==> config.mk <==
export PLATFORM = sky130hd
export DESIGN_NAME = twostage_wdog
export DESIGN_NICKNAME = d
export VERILOG_FILES = /design/src/rtl/wdog_pkg.sv /design/src/rtl/wdog_regfile.sv /design/src/rtl/wdog_core.sv /design/src/rtl/twostage_wdog.sv
export SDC_FILE = /design/constraint.sdc
export NUM_CORES = 1
export LEC_CHECK = 0
export BUFFER_PORTS_ARGS = -buffer_cell sky130_fd_sc_hd__buf_2
export CAP_MARGIN = 20
export CORE_MARGIN = 3
export CORE_UTILIZATION = 55
export DETAILED_ROUTE_END_ITERATION = 7
export PLACE_DENSITY_LB_ADDON = 0.05
export SYNTH_ARGS = -nofsm -noshare
export SYNTH_HDL_FRONTEND = slang
export SYNTH_SLANG_ARGS = --single-unit
==> constraint.sdc <==
create_clock -name clk -period 8.9 [get_ports clk]
set_clock_uncertainty 0.2 [all_clocks]
set_input_delay 0.89 -clock clk [delete_from_list [all_inputs] [get_ports clk]]
set_output_delay 0.89 -clock clk [all_outputs]
set_load 0.02 [all_outputs]
==> src/rtl/wdog_pkg.sv <==
package wdog_pkg;

    typedef enum logic [1:0] {
        S_IDLE   = 2'd0,
        S_FIRST  = 2'd1,
        S_SECOND = 2'd2
    } wd_state_t;

    // byte offsets of the register file
    localparam int OFS_TMR  = 0;
    localparam int OFS_RLD  = 2;
    localparam int OFS_CTL1 = 4;
    localparam int OFS_CTL2 = 6;
    localparam int OFS_ST1  = 8;
    localparam int OFS_ST2  = 10;
    localparam int OFS_DIN  = 12;
    localparam int OFS_DOUT = 13;
    localparam int OFS_MSGA = 14;
    localparam int OFS_MSGB = 15;
    localparam int OFS_SCR  = 16;
    localparam int OFS_SWI  = 17;
    localparam int NBYTE    = OFS_SWI + 1;

    // field positions
    localparam int C1_HALT   = 0;
    localparam int C1_LOCK   = 1;
    localparam int C2_NORB   = 0;
    localparam int ST1_TO    = 0;
    localparam int ST1_IN    = 1;
    localparam int ST1_OUT   = 2;
    localparam int ST2_SEC   = 0;
    localparam int ST2_BOOT  = 1;

endpackage

==> src/rtl/wdog_regfile.sv <==
module wdog_regfile
    import wdog_pkg::*;
#(
    parameter int ADDR_W = 5,
    parameter int CNT_W  = 10
) (
    input  logic              clk,
    input  logic              rst_n,
    input  logic              bus_wr,
    input  logic [ADDR_W-1:0] bus_addr,
    input  logic              bus_half,
    input  logic [15:0]       bus_wdata,
    output logic [15:0]       bus_rdata,
    input  logic [CNT_W-1:0]  cnt_now,
    input  logic              flag_to,
    input  logic              flag_second,
    output logic [CNT_W-1:0]  tmr_val,
    output logic              halt_nxt,
    output logic              noreboot,
    output logic              rld_wr,
    output logic [CNT_W-1:0]  rld_val,
    output logic              ctl1_wr,
    output logic              din_wr
);

    localparam logic [15:0] TMR_RST  = 16'h0004;
    localparam logic [15:0] CTL2_RST = 16'h0008;
    localparam logic [7:0]  SWI_RST  = 8'h03;

    logic [NBYTE-1:0] be;
    logic [7:0]       bd [NBYTE];
    logic [7:0]       rb [NBYTE];

    logic [15:0] tmr_r, ctl2_r, cnt16;
    logic        halt_r, lock_r;
    logic [2:0]  sts1_r, sts1_n;
    logic [1:0]  sts2_r, sts2_n;
    logic [7:0]  din_r, dout_r, msga_r, msgb_r, scr_r, swi_r;
    logic        dout_wr;

    assign cnt16 = 16'(cnt_now);

    // byte lane decode: low byte to bus_addr, high byte to bus_addr+1
    always_comb begin
        for (int i = 0; i < NBYTE; i++) begin
            be[i] = bus_wr && ((bus_addr == ADDR_W'(i)) ||
                               (bus_half && (bus_addr + ADDR_W'(1)) == ADDR_W'(i)));
            bd[i] = (bus_addr == ADDR_W'(i)) ? bus_wdata[7:0] : bus_wdata[15:8];
        end
    end

    assign rld_wr   = be[OFS_RLD] | be[OFS_RLD+1];
    assign ctl1_wr  = be[OFS_CTL1] | be[OFS_CTL1+1];
    assign din_wr   = be[OFS_DIN];
    assign dout_wr  = be[OFS_DOUT];
    assign halt_nxt = be[OFS_CTL1] ? bd[OFS_CTL1][C1_HALT] : halt_r;
    assign tmr_val  = tmr_r[CNT_W-1:0];
    assign noreboot = ctl2_r[C2_NORB];
    assign rld_val  = CNT_W'({be[OFS_RLD+1] ? bd[OFS_RLD+1] : cnt16[15:8],
                              be[OFS_RLD]   ? bd[OFS_RLD]   : cnt16[7:0]});

    // status: software write replaces, hardware sets win
    always_comb begin
        sts1_n = be[OFS_ST1] ? bd[OFS_ST1][2:0] : sts1_r;
        sts2_n = be[OFS_ST2] ? bd[OFS_ST2][1:0] : sts2_r;
        if (flag_to)     sts1_n[ST1_TO]   = 1'b1;
        if (din_wr)      sts1_n[ST1_IN]   = 1'b1;
        if (dout_wr)     sts1_n[ST1_OUT]  = 1'b1;
        if (flag_second) begin
            sts2_n[ST2_SEC]  = 1'b1;
            sts2_n[ST2_BOOT] = 1'b1;
        end
    end

    always_ff @(posedge clk or negedge rst_n) begin
        if (!rst_n) begin
            tmr_r  <= TMR_RST;
            ctl2_r <= CTL2_RST;
            halt_r <= 1'b0;
            lock_r <= 1'b0;
            sts1_r <= '0;
            sts2_r <= '0;
            din_r  <= '0;
            dout_r <= '0;
            msga_r <= '0;
            msgb_r <= '0;
            scr_r  <= '0;
            swi_r  <= SWI_RST;
        end else begin
            if (be[OFS_TMR])    tmr_r[7:0]   <= bd[OFS_TMR];
            if (be[OFS_TMR+1])  tmr_r[15:8]  <= bd[OFS_TMR+1];
            if (be[OFS_CTL2])   ctl2_r[7:0]  <= bd[OFS_CTL2];
            if (be[OFS_CTL2+1]) ctl2_r[15:8] <= bd[OFS_CTL2+1];
            if (be[OFS_CTL1]) begin
                halt_r <= bd[OFS_CTL1][C1_HALT];
                if (bd[OFS_CTL1][C1_LOCK]) lock_r <= 1'b1;
            end
            sts1_r <= sts1_n;
            sts2_r <= sts2_n;
            if (din_wr)         din_r  <= bd[OFS_DIN];
            if (dout_wr)        dout_r <= bd[OFS_DOUT];
            if (be[OFS_MSGA])   msga_r <= bd[OFS_MSGA];
            if (be[OFS_MSGB])   msgb_r <= bd[OFS_MSGB];
            if (be[OFS_SCR])    scr_r  <= bd[OFS_SCR];
            if (be[OFS_SWI])    swi_r  <= bd[OFS_SWI];
        end
    end

    // read path
    always_comb begin
        for (int i = 0; i < NBYTE; i++) rb[i] = '0;
        rb[OFS_TMR]    = tmr_r[7:0];
        rb[OFS_TMR+1]  = tmr_r[15:8];
        rb[OFS_RLD]    = cnt16[7:0];
        rb[OFS_RLD+1]  = cnt16[15:8];
        rb[OFS_CTL1]   = {6'b0, lock_r, halt_r};
        rb[OFS_CTL2]   = ctl2_r[7:0];
        rb[OFS_CTL2+1] = ctl2_r[15:8];
        rb[OFS_ST1]    = {5'b0, sts1_r};
        rb[OFS_ST2]    = {6'b0, sts2_r};
        rb[OFS_DIN]    = din_r;
        rb[OFS_DOUT]   = dout_r;
        rb[OFS_MSGA]   = msga_r;
        rb[OFS_MSGB]   = msgb_r;
        rb[OFS_SCR]    = scr_r;
        rb[OFS_SWI]    = swi_r;
    end

    always_comb begin
        bus_rdata = '0;
        for (int i = 0; i < NBYTE; i++) begin
            if (bus_addr == ADDR_W'(i)) bus_rdata[7:0] = rb[i];
            if (bus_half && (bus_addr + ADDR_W'(1)) == ADDR_W'(i)) bus_rdata[15:8] = rb[i];
        end
    end

    // the lock bit never falls outside reset
    p_lock_sticky_r7: assert property (@(posedge clk) disable iff (!rst_n)
        lock_r |=> lock_r);

    // an inbound mailbox write leaves its status flag set
    p_inbox_flag_r10: assert property (@(posedge clk) disable iff (!rst_n)
        din_wr |=> sts1_r[ST1_IN]);

endmodule

==> src/rtl/wdog_core.sv <==
module wdog_core
    import wdog_pkg::*;
#(
    parameter int CNT_W = 10
) (
    input  logic             clk,
    input  logic             rst_n,
    input  logic             tick,
    input  logic             strap_hold,
    input  logic             smi_en,
    input  logic             noreboot,
    input  logic             halt_nxt,
    input  logic             rld_wr,
    input  logic             ctl1_wr,
    input  logic             din_wr,
    input  logic [CNT_W-1:0] tmr_val,
    input  logic [CNT_W-1:0] rld_val,
    output logic [CNT_W-1:0] cnt_q,
    output logic             flag_to,
    output logic             flag_second,
    output logic             smi_pulse,
    output logic             rst_req
);

    wd_state_t        st_q, st_n;
    logic [CNT_W-1:0] cnt_n;
    logic             smi_n, fire_n;
    logic             tmr_ok, can_go;

    assign tmr_ok = tmr_val > CNT_W'(1);
    assign can_go = !halt_nxt && tmr_ok;

    always_comb begin
        st_n        = st_q;
        cnt_n       = cnt_q;
        flag_to     = 1'b0;
        flag_second = 1'b0;
        smi_n       = din_wr;
        fire_n      = 1'b0;
        if (rld_wr) begin
            if (can_go) begin
                cnt_n = tmr_val;
                st_n  = S_FIRST;
            end else begin
                cnt_n = rld_val;
                st_n  = S_IDLE;
            end
        end else if (ctl1_wr) begin
            if (can_go) begin
                cnt_n = tmr_val;
                st_n  = (st_q == S_IDLE) ? S_FIRST : st_q;
            end else begin
                st_n  = S_IDLE;
            end
        end else if (tick) begin
            unique case (st_q)
                S_IDLE: st_n = S_IDLE;
                S_FIRST, S_SECOND: begin
                    if (cnt_q > CNT_W'(1)) begin
                        cnt_n = cnt_q - CNT_W'(1);
                    end else begin
                        flag_to     = 1'b1;
                        flag_second = (st_q == S_SECOND);
                        if (st_q == S_SECOND && !strap_hold && !noreboot) begin
                            fire_n = 1'b1;
                            st_n   = S_IDLE;
                            cnt_n  = '0;
                        end else begin
                            smi_n = smi_n | smi_en;
                            st_n  = (st_q == S_FIRST) ? S_SECOND : S_FIRST;
                            if (tmr_ok) begin
                                cnt_n = tmr_val;
                            end else begin
                                cnt_n = '0;
                                st_n  = S_IDLE;
                            end
                        end
                    end
                end
                default: st_n = S_IDLE;
            endcase
        end
    end

    // state register
    always_ff @(posedge clk or negedge rst_n) begin
        if (!rst_n) begin
            st_q  <= S_IDLE;
            cnt_q <= '0;
        end else begin
            st_q  <= st_n;
            cnt_q <= cnt_n;
        end
    end

    // output pulses
    always_ff @(posedge clk or negedge rst_n) begin
        if (!rst_n) begin
            smi_pulse <= 1'b0;
            rst_req   <= 1'b0;
        end else begin
            smi_pulse <= smi_n;
            rst_req   <= fire_n;
        end
    end

    // a running countdown never holds zero
    p_cnt_live_r2: assert property (@(posedge clk) disable iff (!rst_n)
        (st_q != S_IDLE) |-> (cnt_q != '0));

    // reset request lasts one clock
    p_rst_pulse_r14: assert property (@(posedge clk) disable iff (!rst_n)
        rst_req |=> !rst_req);

    // the timer is stopped when a reset request is out
    p_rst_stops_r4: assert property (@(posedge clk) disable iff (!rst_n)
        rst_req |-> (st_q == S_IDLE));

    // no reset request while strap or no-reboot blocked it
    p_rst_gate_r5: assert property (@(posedge clk) disable iff (!rst_n)
        rst_req |-> (!$past(strap_hold) && !$past(noreboot)));

    // reset request only follows an expiry in the second stage
    p_rst_stage_r4: assert property (@(posedge clk) disable iff (!rst_n)
        rst_req |-> ($past(st_q) == S_SECOND));

endmodule

==> src/rtl/twostage_wdog.sv <==
module twostage_wdog
    import wdog_pkg::*;
#(
    parameter int ADDR_W = 5,
    parameter int CNT_W  = 10
) (
    input  logic              clk,
    input  logic              rst_n,
    input  logic              tick,
    input  logic              strap_hold,
    input  logic              smi_en,
    input  logic              bus_wr,
    input  logic [ADDR_W-1:0] bus_addr,
    input  logic              bus_half,
    input  logic [15:0]       bus_wdata,
    output logic [15:0]       bus_rdata,
    output logic              smi_pulse,
    output logic              rst_req
);

    logic [CNT_W-1:0] cnt_q, tmr_val, rld_val;
    logic             flag_to, flag_second;
    logic             halt_nxt, noreboot, rld_wr, ctl1_wr, din_wr;

    wdog_regfile #(.ADDR_W(ADDR_W), .CNT_W(CNT_W)) u_regs (
        .clk         (clk),
        .rst_n       (rst_n),
        .bus_wr      (bus_wr),
        .bus_addr    (bus_addr),
        .bus_half    (bus_half),
        .bus_wdata   (bus_wdata),
        .bus_rdata   (bus_rdata),
        .cnt_now     (cnt_q),
        .flag_to     (flag_to),
        .flag_second (flag_second),
        .tmr_val     (tmr_val),
        .halt_nxt    (halt_nxt),
        .noreboot    (noreboot),
        .rld_wr      (rld_wr),
        .rld_val     (rld_val),
        .ctl1_wr     (ctl1_wr),
        .din_wr      (din_wr)
    );

    wdog_core #(.CNT_W(CNT_W)) u_core (
        .clk         (clk),
        .rst_n       (rst_n),
        .tick        (tick),
        .strap_hold  (strap_hold),
        .smi_en      (smi_en),
        .noreboot    (noreboot),
        .halt_nxt    (halt_nxt),
        .rld_wr      (rld_wr),
        .ctl1_wr     (ctl1_wr),
        .din_wr      (din_wr),
        .tmr_val     (tmr_val),
        .rld_val     (rld_val),
        .cnt_q       (cnt_q),
        .flag_to     (flag_to),
        .flag_second (flag_second),
        .smi_pulse   (smi_pulse),
        .rst_req     (rst_req)
    );

endmodule

==> impl_metrics.yaml <==
run_status:
  status: "finished, final reports clean"
global_route:
  grt_pass1_vias: 7029
  grt_antenna_before_repair: 0
  grt-ovfl-total: 0
  grt_first_pass_wirelength_mm: 40.9
  gr-usage-all-layers_pct: 36.1
  grt_max_degree: 61
yosys:
  yosysSeqAreaShare_pct: 34.4
  synth-async-reset-ratio_pct: 100
  synth_area_per_cell_sq_um: 8.33
  synth_edf_count: 0
  ys_warn_count: 0
  synth_nets: 919
  syn_area_sq_um: 7370
  synth_ff_type: "dfrtp_1"
  ys_types: 73
  synthCells: 885
  synth-seq-cells: 101
power:
  power_density_nw_per_um2: 201
  p_leak_nw: 3.29
  ir_drop_uv: 176
routing:
  dr.pass1.iters: 6
  drtAntennaViolNets: 0
  vias_per_cell: 7.10
  wl_per_cell_um: 25.0
  vias: 7547
  drc: 0
  drt_iter0_markers: 1372
  routed_wl_mm: 26.5
placement:
  place.port_buffers: 45
  gp_congestion: 1.03
  post-place-cells: 1045
  dpl.hpwl_mm: 19.0
sta:
  max_freq_ghz: 0.184
  setup_viol: 0
  period_needed_ps: 5440
  maxSlewViolCount: 0
  setup_tns_ps: 0
  fin_crit_sh_pct: 61.1
  rsz0062_at_grt: "false"
  worstMarginPinSlew_ps: 1060
  hold_violations: 0
  relSlewSlack_pct: 28.8
clock_tree:
  h-tree-depth: 3
  cts_tree: "built"
  ctsResizeCount: 0
  clock-sinks: 101
  cts_setup_buffers: 0
  insertion_delay_ps: 360
  clock_path_buffers: 2
  numCtsBuffers: 9
  clk_pin_slew_ps: 70
  root_buffer: "clkbuf_16"
  cts_hold_buffers: 0
floorplan:
  initial_core_util_pct: 57.3
  die-area_sq_um: 14800
  dieWidth_um: 122
  coreArea_sq_um: 12900
  die_h_um: 122
  num_rows: 41
  boundaryPins: 46
finish:
  layout-drive-gt1-share_pct: 11.7
  sequential_cell_area_sq_um: 2530
  area_delta_synth_final_pct: 7.40
  finalNetCount: 920
  diodes: 0
  finalNonFillerCells: 1063
  multiInputGateArea_sq_um: 4500
  fillers: 1144
worst_setup_path:
  worst-endpoint-arrival_ps: 4350
  cp_cell_sequence: "buf_2 -> nand2_1 -> nor2_1 -> ha_1 -> nand2_1 -> nor2_1 -> a22oi_1 -> a221o_1 -> a31oi_1 -> nor3b_1 -> nor3_1 -> buf_2"
  crit_path_end_kind: "output pin"
  cp.required_ps: 7810
  crit_fanout: 34
  critPathSlowestCell: "buf_2"
  setup.worst_path.class: "input pin to output pin"
  startpoint_type: "input pin"
  max_stage_delay_ps: 570
hold_path:
  hp-class: "input pin to async pin"
job:
  cap_violations: 0
[power breakdown]
| part | internal [W] | switching, W | leakage (nW) | total [W] |
|---|---|---|---|---|
| registers | 0.000586 | 0.000178 | 1.27 | 0.000764 |
| logic | 0.000166 | 0.000262 | 1.88 | 0.000428 |
| clock network | 0.000199 | 0.000199 | 0.143 | 0.000398 |
[worst paths after layout]
path | from | to | slack [ps] | cells after the start
min in group clk | u_regs.ctl2_r[3] | u_regs.ctl2_r[3] | 300 | 2
setup reg to reg | u_core.cnt_q[3] | u_core.cnt_q[1] | 5660 | 7
hold reg to reg | u_regs.ctl2_r[3] | u_regs.ctl2_r[3] | 300 | 2
max in group asynchronous | rst_n | u_regs.sts2_r[1] | 6960 | 2
setup / recovery | bus_addr[0] | bus_rdata[9] | 3460 | 12
hold / removal | rst_n | u_core.st_q[0] | 300 | 1
[routing by layer]
metal | global-route usage (%) | wire length, um | vias up
met3 | 8.03 | 2780 | 100
met4 | 13.5 | 1060 | 0
met5 | 0 | 0 | -
met1 | 50.5 | 10900 | 3594
met2 | 55.1 | 11800 | 555
li1 | - | - | 3298
[cells in the final DEF, fill, tap and decap left out, types with 5 or more instances in the layout]
| master | n |
|---|---|
| nand2_1 | 137 |
| o21ai_0 | 101 |
| mux2i_1 | 97 |
| dfrtp_1 | 97 |
| nor2_1 | 62 |
| buf_2 | 44 |
| a21oi_1 | 36 |
| a221oi_1 | 17 |
| a22oi_1 | 17 |
| nand3_1 | 16 |
| o21ai_1 | 14 |
| nor3_1 | 14 |
| inv_1 | 14 |
| buf_4 | 13 |
| or3_1 | 11 |
| a22o_1 | 10 |
| a21o_1 | 10 |
| nand4_1 | 9 |
| clkbuf_16 | 9 |
| mux2_2 | 8 |
| o211ai_1 | 8 |
| a222oi_1 | 8 |
| nor2b_1 | 8 |
| o221ai_1 | 8 |
| o22ai_1 | 7 |
| nand2b_1 | 6 |
| a211oi_1 | 6 |
| a31oi_1 | 6 |
| ha_1 | 6 |
| o311ai_0 | 5 |
[synthesized netlist by cell type (16+ instances only)]
| cell type | n | area share, % |
|---|---|---|
| a22oi_1 | 17 | 1.7 |
| buf_2 | 18 | 1.2 |
| nor2_1 | 62 | 3.2 |
| clkbuf_1 | 43 | 2.2 |
| nand2_1 | 137 | 7.0 |
| a21oi_1 | 36 | 2.4 |
| dfrtp_1 | 97 | 33 |
| o21ai_0 | 101 | 6.9 |
| a221oi_1 | 17 | 2.0 |
| mux2i_1 | 97 | 13 |
| nand3_1 | 16 | 1.1 |
[layout make-up]
cell class,instances,share of cell area [%]
multi-input combinational,702,56.8
sequential,101,32.0
timing repair buffer,58,4.16
clock buffer,10,2.89
tap,172,2.72
clock inverter,6,0.790
inverter,14,0.664
[metrics by stage]
| step | utilization [%] | setup slack, ps | hold slack, ps | area (sq um) | total power (W) |
|---|---|---|---|---|---|
| 2_1_floorplan | - | 4110 | 250 | 7370 | 0.000998 |
| 3_3_place_gp | 59.0 | 3730 | 290 | 7590 | 0.00115 |
| 3_5_place_dp | 59.1 | 3600 | 295 | 7610 | 0.00118 |
| 4_1_cts | 61.4 | 3610 | 307 | 7900 | 0.00157 |
| 5_1_grt | 61.5 | 3280 | 326 | 7920 | 0.00167 |
| 6_report | 61.5 | 3460 | 300 | 7920 | 0.00159 |
[critical path: cells and delay by family]
family	cells	cell delay, ps
AOI/OAI and AO/OA	3	690
adders and majority gates	1	430
buffers and inverters	2	800
and+or+nand+nor	6	1520
[sequential cells by signal, summed over array words and instances, names as in the netlist]
name              cells
u_core.smi_pulse      1
u_regs.ctl2_r        16
u_core.cnt_q         10
u_core.st_q           2
u_regs.swi_r          8
u_regs.tmr_r         16
u_regs.sts1_r         3
u_regs.halt_r         1
u_regs.msgb_r         8
u_regs.scr_r          8
u_regs.msga_r         8
u_regs.lock_r         1
u_regs.dout_r         8
u_regs.din_r          8
u_regs.sts2_r         2
u_core.rst_req        1
[logic make-up (layout without fill, tap and decap cells)]
family,after synthesis,count (layout),synth area share (%)
AND/OR/NAND/NOR,301,301,19.2
AO/OA/AOI/OAI,285,285,25.7
flip-flops,101,101,34.4
adder cells (fa/ha/maj),6,6,1.02
XOR/XNOR,4,4,0.475
multiplexers,106,106,14.5
buffers and inverters,82,88,4.74
Note: power is estimated with default switching activity, not from simulation.
